**src/rtl/pts_pkg.sv**
```systemverilog
`timescale 1ns/1ps
package pts_pkg;
    typedef enum logic [2:0] {
        ST_IDLE  = 3'd0,
        ST_FETCH = 3'd1,
        ST_SEND  = 3'd2,
        ST_DONE  = 3'd3
    } pts_state_e;
endpackage

```
**src/rtl/pts_tick_div.sv**
```systemverilog
`timescale 1ns/1ps
// Divides the clock into duration ticks while the sequencer is sending.
module pts_tick_div #(
    parameter int DIV_W = 8
) (
    input  logic             clk,
    input  logic             rst_n,
    input  logic             run,
    input  logic             clr,
    input  logic [DIV_W-1:0] div,
    output logic             tick
);
    logic [DIV_W-1:0] cnt_q;
    logic [DIV_W-1:0] last;

    assign last = (div == '0) ? '0 : div - DIV_W'(1);
    assign tick = run && !clr && (cnt_q >= last);

    always_ff @(posedge clk or negedge rst_n) begin
        if (!rst_n)
            cnt_q <= '0;
        else if (!run || clr || tick)
            cnt_q <= '0;
        else
            cnt_q <= cnt_q + DIV_W'(1);
    end
endmodule

```
**src/rtl/pts_loop_ctr.sv**
```systemverilog
`timescale 1ns/1ps
// Counts completed passes; flags when the next increment lands on the limit.
module pts_loop_ctr #(
    parameter int LOOP_W = 10
) (
    input  logic              clk,
    input  logic              rst_n,
    input  logic              clr,
    input  logic              inc,
    input  logic [LOOP_W-1:0] lim,
    output logic              reach_o
);
    logic [LOOP_W-1:0] cnt_q;
    logic [LOOP_W-1:0] cnt_nx;

    assign cnt_nx  = cnt_q + LOOP_W'(1);
    assign reach_o = (cnt_nx == lim);

    always_ff @(posedge clk or negedge rst_n) begin
        if (!rst_n)
            cnt_q <= '0;
        else if (clr)
            cnt_q <= '0;
        else if (inc)
            cnt_q <= cnt_nx;
    end
endmodule

```
**src/rtl/pts_rd_ptr.sv**
```systemverilog
`timescale 1ns/1ps
// Read pointer over the RAM window with optional wraparound.
module pts_rd_ptr #(
    parameter int DEPTH = 64,
    localparam int AW   = $clog2(DEPTH)
) (
    input  logic          clk,
    input  logic          rst_n,
    input  logic          clr,
    input  logic          adv,
    input  logic          wrap,
    output logic [AW-1:0] addr_o,
    output logic          last_o
);
    logic [AW-1:0] ptr_q;

    assign addr_o = ptr_q;
    assign last_o = (ptr_q == AW'(DEPTH - 1));

    always_ff @(posedge clk or negedge rst_n) begin
        if (!rst_n)
            ptr_q <= '0;
        else if (clr)
            ptr_q <= '0;
        else if (adv) begin
            if (last_o)
                ptr_q <= wrap ? '0 : ptr_q;
            else
                ptr_q <= ptr_q + AW'(1);
        end
    end
endmodule

```
**src/rtl/pulse_train_tx.sv**
```systemverilog
`timescale 1ns/1ps
module pulse_train_tx
    import pts_pkg::*;
#(
    parameter int DEPTH  = 64,
    parameter int ENT_W  = 16,
    parameter int DIV_W  = 8,
    parameter int LOOP_W = 10,
    parameter int THR_W  = 9,
    localparam int AW     = $clog2(DEPTH),
    localparam int DUR_W  = ENT_W - 1,
    localparam int SENT_W = THR_W + 1
) (
    input  logic              clk,
    input  logic              rst_n,
    input  logic              start_i,
    input  logic              stop_i,
    input  logic              div_rst_i,
    input  logic [DIV_W-1:0]  div_i,
    input  logic              cont_i,
    input  logic              wrap_i,
    input  logic              loop_en_i,
    input  logic [LOOP_W-1:0] loop_lim_i,
    input  logic              loop_rst_i,
    input  logic              loop_stop_i,
    input  logic [THR_W-1:0]  thr_i,
    input  logic              idle_lvl_i,
    input  logic              idle_en_i,
    output logic [AW-1:0]     mem_addr_o,
    input  logic [ENT_W-1:0]  mem_data_i,
    output logic              pin_o,
    output logic              pin_oe_o,
    output logic              evt_end_o,
    output logic              evt_thr_o,
    output logic              evt_loop_o,
    output logic              err_empty_o,
    output logic [2:0]        state_o
);
    pts_state_e state_q, state_d;

    logic [DUR_W-1:0]  remain_q;
    logic [SENT_W-1:0] sent_q;
    logic              lvl_q, ovf_q, err_q, stop_pend_q;
    logic              evt_thr_q, evt_loop_q;

    logic busy, halt, start_go, in_fetch, is_end, take;
    logic pass_end, loop_inc, loop_hit, auto_halt, restart;
    logic tick, send_last, ptr_last, reach;

    assign busy      = (state_q == ST_FETCH) || (state_q == ST_SEND);
    assign halt      = busy && stop_pend_q;
    assign start_go  = (state_q == ST_IDLE) && start_i;
    assign in_fetch  = (state_q == ST_FETCH) && !halt;
    assign is_end    = (mem_data_i[DUR_W-1:0] == '0);
    assign take      = in_fetch && !is_end;
    assign pass_end  = in_fetch && is_end;
    assign loop_inc  = pass_end && cont_i && loop_en_i;
    assign loop_hit  = loop_inc && reach;
    assign auto_halt = loop_hit && loop_stop_i;
    assign restart   = pass_end && cont_i && !auto_halt;
    assign send_last = (state_q == ST_SEND) && !halt && tick
                       && (remain_q == DUR_W'(1));

    pts_tick_div #(.DIV_W(DIV_W)) u_div (
        .clk  (clk),
        .rst_n(rst_n),
        .run  ((state_q == ST_SEND) && !stop_pend_q),
        .clr  (div_rst_i),
        .div  (div_i),
        .tick (tick)
    );

    pts_loop_ctr #(.LOOP_W(LOOP_W)) u_loop (
        .clk    (clk),
        .rst_n  (rst_n),
        .clr    (start_go || loop_rst_i),
        .inc    (loop_inc),
        .lim    (loop_lim_i),
        .reach_o(reach)
    );

    pts_rd_ptr #(.DEPTH(DEPTH)) u_ptr (
        .clk   (clk),
        .rst_n (rst_n),
        .clr   (start_go || restart),
        .adv   (take),
        .wrap  (wrap_i),
        .addr_o(mem_addr_o),
        .last_o(ptr_last)
    );

    // Next-state logic
    always_comb begin
        state_d = state_q;
        unique case (state_q)
            ST_IDLE:  if (start_i) state_d = ST_FETCH;
            ST_FETCH: begin
                if (halt)                  state_d = ST_IDLE;
                else if (!is_end)          state_d = ST_SEND;
                else if (restart)          state_d = ST_FETCH;
                else                       state_d = ST_DONE;
            end
            ST_SEND: begin
                if (halt)                  state_d = ST_IDLE;
                else if (send_last)        state_d = ovf_q ? ST_DONE : ST_FETCH;
            end
            ST_DONE:                       state_d = ST_IDLE;
            default:                       state_d = ST_IDLE;
        endcase
    end

    // State register
    always_ff @(posedge clk or negedge rst_n) begin
        if (!rst_n) state_q <= ST_IDLE;
        else        state_q <= state_d;
    end

    // Datapath registers
    always_ff @(posedge clk or negedge rst_n) begin
        if (!rst_n) begin
            remain_q    <= '0;
            sent_q      <= '0;
            lvl_q       <= 1'b0;
            ovf_q       <= 1'b0;
            err_q       <= 1'b0;
            stop_pend_q <= 1'b0;
            evt_thr_q   <= 1'b0;
            evt_loop_q  <= 1'b0;
        end else begin
            evt_thr_q  <= take && (sent_q == {1'b0, thr_i});
            evt_loop_q <= loop_hit;

            if (!busy || stop_pend_q) stop_pend_q <= 1'b0;
            else if (stop_i)          stop_pend_q <= 1'b1;

            if (take)
                remain_q <= mem_data_i[DUR_W-1:0];
            else if ((state_q == ST_SEND) && !halt && tick && !send_last)
                remain_q <= remain_q - DUR_W'(1);

            if (start_go)  lvl_q <= idle_lvl_i;
            else if (take) lvl_q <= mem_data_i[ENT_W-1];

            if (start_go)                sent_q <= '0;
            else if (take && !(&sent_q)) sent_q <= sent_q + SENT_W'(1);

            if (start_go || restart)                ovf_q <= 1'b0;
            else if (take && ptr_last && !wrap_i)   ovf_q <= 1'b1;

            if (start_go)                err_q <= 1'b0;
            else if (send_last && ovf_q) err_q <= 1'b1;
        end
    end

    // Outputs
    always_comb begin
        pin_o       = busy ? lvl_q : (idle_en_i & idle_lvl_i);
        pin_oe_o    = busy | idle_en_i;
        evt_end_o   = (state_q == ST_DONE) && !err_q;
        evt_thr_o   = evt_thr_q;
        evt_loop_o  = evt_loop_q;
        err_empty_o = err_q;
        state_o     = state_q;
    end
endmodule

```
**config.mk**
```make
export PLATFORM = sky130hd
export DESIGN_NAME = pulse_train_tx
export DESIGN_NICKNAME = d
export VERILOG_FILES = /design/src/rtl/pts_pkg.sv /design/src/rtl/pts_tick_div.sv /design/src/rtl/pts_loop_ctr.sv /design/src/rtl/pts_rd_ptr.sv /design/src/rtl/pulse_train_tx.sv
export SDC_FILE = /design/constraint.sdc
export NUM_CORES = 1
export LEC_CHECK = 0
export BUFFER_PORTS_ARGS = -buffer_cell sky130_fd_sc_hd__buf_2
export CORE_MARGIN = 5
export CORE_UTILIZATION = 35
export CTS_CLUSTER_DIAMETER = 120
export DETAILED_ROUTE_END_ITERATION = 8
export PLACE_DENSITY_LB_ADDON = 0.15
export SLEW_MARGIN = 20
export SYNTH_ARGS = -nofsm -noshare
export SYNTH_HDL_FRONTEND = slang
export SYNTH_SLANG_ARGS = --single-unit
```
**constraint.sdc**
```tcl
create_clock -name clk -period 4 [get_ports clk]
set_input_delay 0.8 -clock clk [delete_from_list [all_inputs] [get_ports clk]]
set_output_delay 0.8 -clock clk [all_outputs]
set_load 0.03 [all_outputs]
```
==> results of run 1 <==
## power by group through the flow
stage / Sequential (W) / Combinational (W) / Clock, W
detailed placement: 0.000852 / 0.000847 / 0
finish: 0.000846 / 0.000840 / 0.000477
global placement: 0.000850 / 0.000827 / 0
CTS: 0.000844 / 0.000852 / 0.000494
global route: 0.000868 / 0.000947 / 0.000519
floorplan: 0.000864 / 0.000569 / 0
## cells in the mapped netlist, types with 10 or more instances
| library cell | number | area, um2 |
|---|---|---|
| sky130_fd_sc_hd__a31oi_1 | 15 | 93.8 |
| sky130_fd_sc_hd__nand3_1 | 18 | 90.1 |
| sky130_fd_sc_hd__inv_1 | 14 | 52.6 |
| sky130_fd_sc_hd__nor4_1 | 11 | 68.8 |
| sky130_fd_sc_hd__clkbuf_1 | 14 | 52.6 |
| sky130_fd_sc_hd__nor3_1 | 19 | 95.1 |
| sky130_fd_sc_hd__a21oi_1 | 14 | 70.1 |
| sky130_fd_sc_hd__o31ai_1 | 13 | 97.6 |
| sky130_fd_sc_hd__dfrtp_1 | 57 | 1430 |
| sky130_fd_sc_hd__or4_1 | 10 | 75.1 |
| sky130_fd_sc_hd__xor2_1 | 31 | 272 |
| sky130_fd_sc_hd__xnor2_1 | 17 | 149 |
| sky130_fd_sc_hd__ha_1 | 19 | 238 |
| sky130_fd_sc_hd__nand2_1 | 27 | 101 |
| sky130_fd_sc_hd__nor2_1 | 53 | 199 |
## final timing paths
path	cells past startpoint	slack, ps	start	end
worst max register to register	6	1180	u_loop.cnt_q[2]$_DFFE_PN0P_	u_ptr.addr_o[4]$_DFFE_PN0P_
worst min-delay path	1	480	rst_n	u_div.cnt_q[7]$_DFF_PN0_
max in group asynchronous	2	2810	rst_n	u_ptr.addr_o[2]$_DFFE_PN0P_
min in group clk	1	510	sent_q[9]$_DFFE_PN0P_	evt_thr_o$_DFF_PN0_
worst max-delay path	15	360	div_i[0]	remain_q[3]$_DFFE_PN0P_
worst min register to register	1	510	sent_q[9]$_DFFE_PN0P_	evt_thr_o$_DFF_PN0_
## state kept, by name, indices dropped and copies added, names as in the netlist, 2 cells and up
| signal | cells |
|---|---|
| remain_q | 15 |
| u_div.cnt_q | 8 |
| state_o | 2 |
| u_loop.cnt_q | 10 |
| u_ptr.addr_o | 6 |
| sent_q | 10 |
## worst register-to-register path: stages (launching register included)
cell                       delay (ps)
sky130_fd_sc_hd__dfrtp_1          510
sky130_fd_sc_hd__nand3_1          380
sky130_fd_sc_hd__nor4_1           520
sky130_fd_sc_hd__o221ai_1         190
sky130_fd_sc_hd__nor4_1           430
sky130_fd_sc_hd__a21oi_1          340
sky130_fd_sc_hd__nor4_1           350
## kinds of logic after synthesis
| kind of cell | after synthesis | share of synthesized area (%) |
|---|---|---|
| AND/OR/NAND/NOR | 202 | 28.1 |
| AO/OA/AOI/OAI | 74 | 13.0 |
| flip-flops | 57 | 37.1 |
| XOR/XNOR | 48 | 10.9 |
| buffers and inverters | 32 | 3.26 |
| adder cells (fa/ha/maj) | 19 | 6.19 |
| multiplexers | 5 | 1.30 |
| other | 1 | 0.0977 |
## per-stage QoR
stage               hold slack [ps]  power, W
detailed placement              502   0.00170
floorplan                       449   0.00143
CTS                             494   0.00219
global placement                510   0.00168
finish                          483   0.00216
global route                    527   0.00233
## final cells by class
class                   instances  share of cell area, %
clock buffers                  10                   3.05
clock inverters                 5                  0.720
inverters                      14                   1.16
multi-input cells             349                   50.7
flip-flops and latches         57                   31.6
well taps                     140                   3.88
repair buffers                 75                   8.97
## per-layer routing
layer	share of wire (%)	up-vias	global-route usage, %
li1	-	1727	-
met4	1.7	0	5.95
met3	3.7	11	2.74
met5	0	-	0
met2	44	64	22.7
met1	50	1652	21.8
## cell usage in the layout, fill, tap and decap left out, drive strengths merged, types with 10 or more instances in the layout
master	n
dfrtp	57
nor4	11
xor2	31
clkbuf	10
inv	14
nand3	18
or4	16
buf	75
a21oi	14
o31ai	13
nor3	19
xnor2	17
ha	19
nor2	53
nand2	27
a31oi	15
==> flow_metrics.env, run 1 <==
export IMPL_post_route_min_period_ps=3640
export IMPL_worst_skew_pair_late_latency_ps=340
export IMPL_fillerInstances=1121
export IMPL_post_cts_resized=0
export IMPL_hold_viol=0
export IMPL_max_clock_path_buffers=2
export IMPL_grt_antenna_before_repair=0
export IMPL_worstHoldPathType="in -> async"
export IMPL_totalNegativeSetupSlack_ps=0
export IMPL_critPathLaunchType="input pin"
export IMPL_synth_ff_latch_count=57
export IMPL_start_util_pct=35.6
export IMPL_comb_power_share_pct=38.8
export IMPL_synth_yosys_warnings=0
export IMPL_outcome="finished, final reports clean"
export IMPL_tritoncts_clock_tree="done"
export IMPL_floorplan_io_pins=70
export IMPL_synth_instances=438
export IMPL_worst_path_max_delay_cell="sky130_fd_sc_hd__or4_2"
export IMPL_crit_fanout=30
export IMPL_placement_io_buffers=68
export IMPL_synth_yosys_seq_area_share_pct=37.1
export IMPL_net_count_of_the_mapped_netlist=512
export IMPL_grt_util_all_layers_pct=15.2
export IMPL_finalInstanceArea_mm2=0.00452
export IMPL_layout_worst_path_cycle_share_pct=90.9
export IMPL_p_clk_share_pct=22.1
export IMPL_top_cell_family_by_delay_on_the_critical_path="simple AND/OR/NAND/NOR gates"
export IMPL_layout_drive_gt1_share_pct=20.6
export IMPL_worstPathBufferInverterCount=3
export IMPL_tritoncts_num_buffers=9
export IMPL_max_cap_violations=0
export IMPL_routed_via_density=5.31
export IMPL_dr_pass1_iters=4
export IMPL_cts_htree_levels=3
export IMPL_end_kind="register"
export IMPL_detailed_placer_s_ending_hpwl_mm=7.17
export IMPL_multi_input_comb_area_mm2=0.00229
export IMPL_worst_endpoint_required_ps=4250
export IMPL_leakage_nw=2.01
export IMPL_fmaxAchievable_ghz=0.275
export IMPL_cellInternalPower_w=0.00124
export IMPL_wl_per_cell_um=15.0
export IMPL_yosys_cell_types_count=53
export IMPL_cts_root_buf="sky130_fd_sc_hd__clkbuf_8"
export IMPL_synth_edff_count=0
export IMPL_globalRoute_totalOverflow=0
export IMPL_drt_wl_total_mm=9.76
export IMPL_cts_setup_buffers=0
export IMPL_seq_power_share_pct=39.1
export IMPL_setup_violations_final=0
export IMPL_max_vdd_ir_drop_v=0.000190
export IMPL_worstMarginPinSlew_ps=844
export IMPL_power_share_switching_pct=42.5
export IMPL_maximum_number_of_pins_on_one_net_before_global_route_repair=31
export IMPL_area_of_the_die_mm2=0.0132
export IMPL_finalWorstSetupSlack_ps=364
export IMPL_final_core_utilization_pct=41.9
export IMPL_slew_violations=0
export IMPL_via_count_of_the_first_global_routing_pass=3346
export IMPL_cp_data_arrival_time_ps=3890
export IMPL_worst_setup_path_type="in -> reg"
export IMPL_place_ws_ps=25.2
export IMPL_antennaDiodeCount=0
export IMPL_layout_stage_area_growth_over_the_synthesis_result_pct=17.7
export IMPL_num_rows=38
export IMPL_inst_count_dp=635
export IMPL_postCtsHoldBufs=0
export IMPL_chipWidth_um=115
export IMPL_clk_pin_slew_ps=70
export IMPL_pwr_density_cell_mw_per_mm2=479
export IMPL_core_region_area_mm2=0.0108
export IMPL_postSynth_asyncResetShare_pct=100
export IMPL_drc=0
export IMPL_skew_ps=11.7
export IMPL_place_gp_congestion=0.829
export IMPL_cts_sinks=57
export IMPL_synth_flop_cell="sky130_fd_sc_hd__dfrtp_1"
export IMPL_ff_latch_area_mm2=0.00143
export IMPL_final_net_count=580
export IMPL_dr_first_iter_drc_count=107
export IMPL_rsz0062_at_grt="false"
export IMPL_total_cell_area_at_the_placement_stage_mm2=0.00435
export IMPL_timing_critical_path_slowest_cell_delay_ps=610
export IMPL_finalNonFillerCells=650
export IMPL_detailroute_via_count=3454
export IMPL_die_height_um=115
export IMPL_max_slew_margin_rel_pct=43.4
export IMPL_grt_first_pass_wirelength_mm=16.2
export IMPL_synthesis_area_mm2=0.00384
export IMPL_drt_antenna_violating_nets=0
export IMPL_synthesis_area_per_instance_um2=8.77
export IMPL_power_switching_w=0.000919
export IMPL_worstPathCellList="buf_2 > inv_1 > ha_1 > nor2b_1 > nand3b_1 > or3_1 > and2_1 > ha_1 > nand2b_1 > a211oi_1 > o221ai_1 > nand3b_1 > buf_12 > or4_2 > a31oi_1"
Note: power is estimated with default switching activity, not from simulation.
==> inputs of run 2 (changes only) <==
--- a/config.mk
+++ b/config.mk
@@ -7,7 +7,7 @@
 export LEC_CHECK = 0
 export BUFFER_PORTS_ARGS = -buffer_cell sky130_fd_sc_hd__buf_2
 export CORE_MARGIN = 5
-export CORE_UTILIZATION = 35
+export CORE_UTILIZATION = 60
 export CTS_CLUSTER_DIAMETER = 120
 export DETAILED_ROUTE_END_ITERATION = 8
 export PLACE_DENSITY_LB_ADDON = 0.15
==> flow_metrics.env, run 2 (synthesis results as in run 1) <==
export IMPL_outcome="finished, final reports clean"
export IMPL_fillerInstances=487
export IMPL_layout_stage_area_growth_over_the_synthesis_result_pct=16.8
export IMPL_grt_util_all_layers_pct=22.5
export IMPL_place_gp_congestion=0.839
export IMPL_slew_violations=0
export IMPL_worst_endpoint_required_ps=4250
export IMPL_start_util_pct=61.2
export IMPL_post_cts_resized=0
export IMPL_regMostFlops="remain_q"
export IMPL_critPathLaunchType="input pin"
export IMPL_worst_setup_path_type="in -> reg"
export IMPL_drt_wl_total_mm=8.91
export IMPL_routed_via_density=5.92
export IMPL_cts_root_buf="sky130_fd_sc_hd__clkbuf_8"
export IMPL_tritoncts_clock_tree="done"
export IMPL_floorplan_io_pins=70
export IMPL_skew_ps=7.27
export IMPL_layout_worst_path_cycle_share_pct=91.1
export IMPL_hold_path_startpoint="sent_q[9]$_DFFE_PN0P_"
export IMPL_worstMarginPinSlew_ps=874
export IMPL_regToRegStartpoint="remain_q[3]$_DFFE_PN0P_"
export IMPL_fmaxAchievable_ghz=0.274
export IMPL_final_cell_mix="sky130_fd_sc_hd__buf_2 (68), sky130_fd_sc_hd__dfrtp_1 (57), sky130_fd_sc_hd__nor2_1 (53)"
export IMPL_grt_antenna_before_repair=0
export IMPL_layout_top_registers="remain_q (15), sent_q (10), u_loop.cnt_q (10)"
export IMPL_worst_hold_slack_ps=509
export IMPL_worstRegToRegCells=6
export IMPL_placement_io_buffers=68
export IMPL_r2r_end="remain_q[14]$_DFFE_PN0P_"
export IMPL_worstHoldPathType="reg -> reg"
export IMPL_chipWidth_um=90
export IMPL_globalRoute_totalOverflow=0
export IMPL_worst_hold_path_endpoint="evt_thr_o$_DFF_PN0_"
export IMPL_area_of_the_die_mm2=0.00810
export IMPL_pwr_density_cell_mw_per_mm2=505
export IMPL_maximum_number_of_pins_on_one_net_before_global_route_repair=34
export IMPL_core_region_area_mm2=0.00628
export IMPL_detailroute_via_count=3471
export IMPL_wl_per_cell_um=15.2
export IMPL_dr_pass1_iters=4
export IMPL_clk_pin_slew_ps=60
export IMPL_max_clock_path_buffers=2
export IMPL_tritoncts_num_buffers=9
export IMPL_layout_drive_gt1_share_pct=20.4
export IMPL_grt_first_pass_wirelength_mm=15.7
export IMPL_worst_path_max_delay_cell="sky130_fd_sc_hd__or4_2"
export IMPL_totalNegativeSetupSlack_ps=0
export IMPL_cts_setup_buffers=0
export IMPL_layout_commonest_cell="sky130_fd_sc_hd__buf_2"
export IMPL_worst_r2r_setup_slack_ps=1200
export IMPL_rsz0062_at_grt="false"
export IMPL_max_slew_margin_rel_pct=41.5
export IMPL_crit_fanout=30
export IMPL_whs_path_depth=1
export IMPL_largest_register_ff_count=15
export IMPL_die_height_um=90
export IMPL_max_vdd_ir_drop_v=0.000352
export IMPL_hold_viol=0
export IMPL_setup_violations_final=0
export IMPL_max_cap_violations=0
export IMPL_cts_htree_levels=3
export IMPL_postCtsHoldBufs=0
export IMPL_worstPathBufferInverterCount=4
export IMPL_drc=0
export IMPL_cts_sinks=57
export IMPL_detailed_placer_s_ending_hpwl_mm=6.61
export IMPL_top_cell_family_by_delay_on_the_critical_path="simple AND/OR/NAND/NOR gates"
export IMPL_antennaDiodeCount=0
export IMPL_post_route_min_period_ps=3640
export IMPL_cp_data_arrival_time_ps=3890
export IMPL_worstPathCellList="buf_2 > inv_1 > ha_1 > nor2b_1 > nand3b_1 > or3_1 > buf_4 > o21ai_0 > ha_1 > o2111ai_1 > o221ai_1 > nand3b_1 > buf_12 > or4_2 > a31oi_1"
export IMPL_timing_critical_path_slowest_cell_delay_ps=610
export IMPL_num_rows=29
export IMPL_drt_antenna_violating_nets=0
export IMPL_dr_first_iter_drc_count=130
export IMPL_worst_skew_pair_late_latency_ps=330
export IMPL_final_net_count=580
export IMPL_leakage_nw=2.04
export IMPL_end_kind="register"
export IMPL_via_count_of_the_first_global_routing_pass=3504
## run 2: cell count changes in the layout (fill, tap and decap cells not counted)
cell,change
sky130_fd_sc_hd__bufinv_16,+2
sky130_fd_sc_hd__clkinv_2,-1
sky130_fd_sc_hd__clkbuf_8,+1
sky130_fd_sc_hd__clkinvlp_4,-3
## run 2: worst register-to-register path: stages, from the launching register on
cell	delay [ps]
sky130_fd_sc_hd__dfrtp_1	410
sky130_fd_sc_hd__or4_4	540
sky130_fd_sc_hd__or3_1	430
sky130_fd_sc_hd__or3_4	410
sky130_fd_sc_hd__or2_0	230
sky130_fd_sc_hd__or4_1	510
sky130_fd_sc_hd__a31oi_1	190
## run 2: worst max path at each step
| stage | cells past startpoint | slack, ps | to | from |
|---|---|---|---|---|
| after floorplan | 15 | 330 | remain_q[2]$_DFFE_PN0P_ | div_i[0] |
| after global placement | 15 | 220 | remain_q[3]$_DFFE_PN0P_ | div_i[0] |
| after detailed placement | 15 | 30 | remain_q[3]$_DFFE_PN0P_ | div_i[0] |
| after CTS | 15 | 350 | remain_q[13]$_DFFE_PN0P_ | div_i[0] |
| after global routing | 15 | 80 | remain_q[6]$_DFFE_PN0P_ | div_i[0] |
| final | 15 | 360 | remain_q[3]$_DFFE_PN0P_ | div_i[0] |
## run 2: report_power, final
| group | switching (W) | total [W] | internal (W) |
|---|---|---|---|
| registers | 0.000143 | 0.000850 | 0.000707 |
| logic | 0.000521 | 0.000821 | 0.000301 |
| clock network | 0.000217 | 0.000594 | 0.000377 |
## run 2: per-layer routing
metal  routed length, um  track usage (%)  vias to the layer above
li1                    -                -                     1724
met3                 440             3.67                       11
met5                   0                0                        -
met2                4420             38.1                       89
met1                3930             29.4                     1647
met4                 111             7.07                        0
## run 2: cell type report
| class | instances | area [um2] | share of cell area (%) |
|---|---|---|---|
| clock buffers | 11 | 151 | 3.38 |
| repair buffers | 75 | 405 | 9.04 |
| well taps | 77 | 96.3 | 2.15 |
| inverters | 14 | 52.6 | 1.17 |
| flip-flops and latches | 57 | 1430 | 31.8 |
| multi-input cells | 349 | 2290 | 51.0 |
| clock inverters | 3 | 65.1 | 1.45 |
## run 2: stage by stage
step | total power, W | cell area [um2] | utilization (%) | std cells | setup slack [ps]
finish | 0.00227 | 4490 | 71.5 | 586 | 356
floorplan | 0.00143 | 3840 | - | 438 | 333
global route | 0.00242 | 4490 | 71.5 | 586 | 75.8
global placement | 0.00164 | 4270 | 68.0 | 572 | 215
detailed placement | 0.00168 | 4270 | 68.0 | 572 | 28.5
CTS | 0.00227 | 4490 | 71.5 | 586 | 346
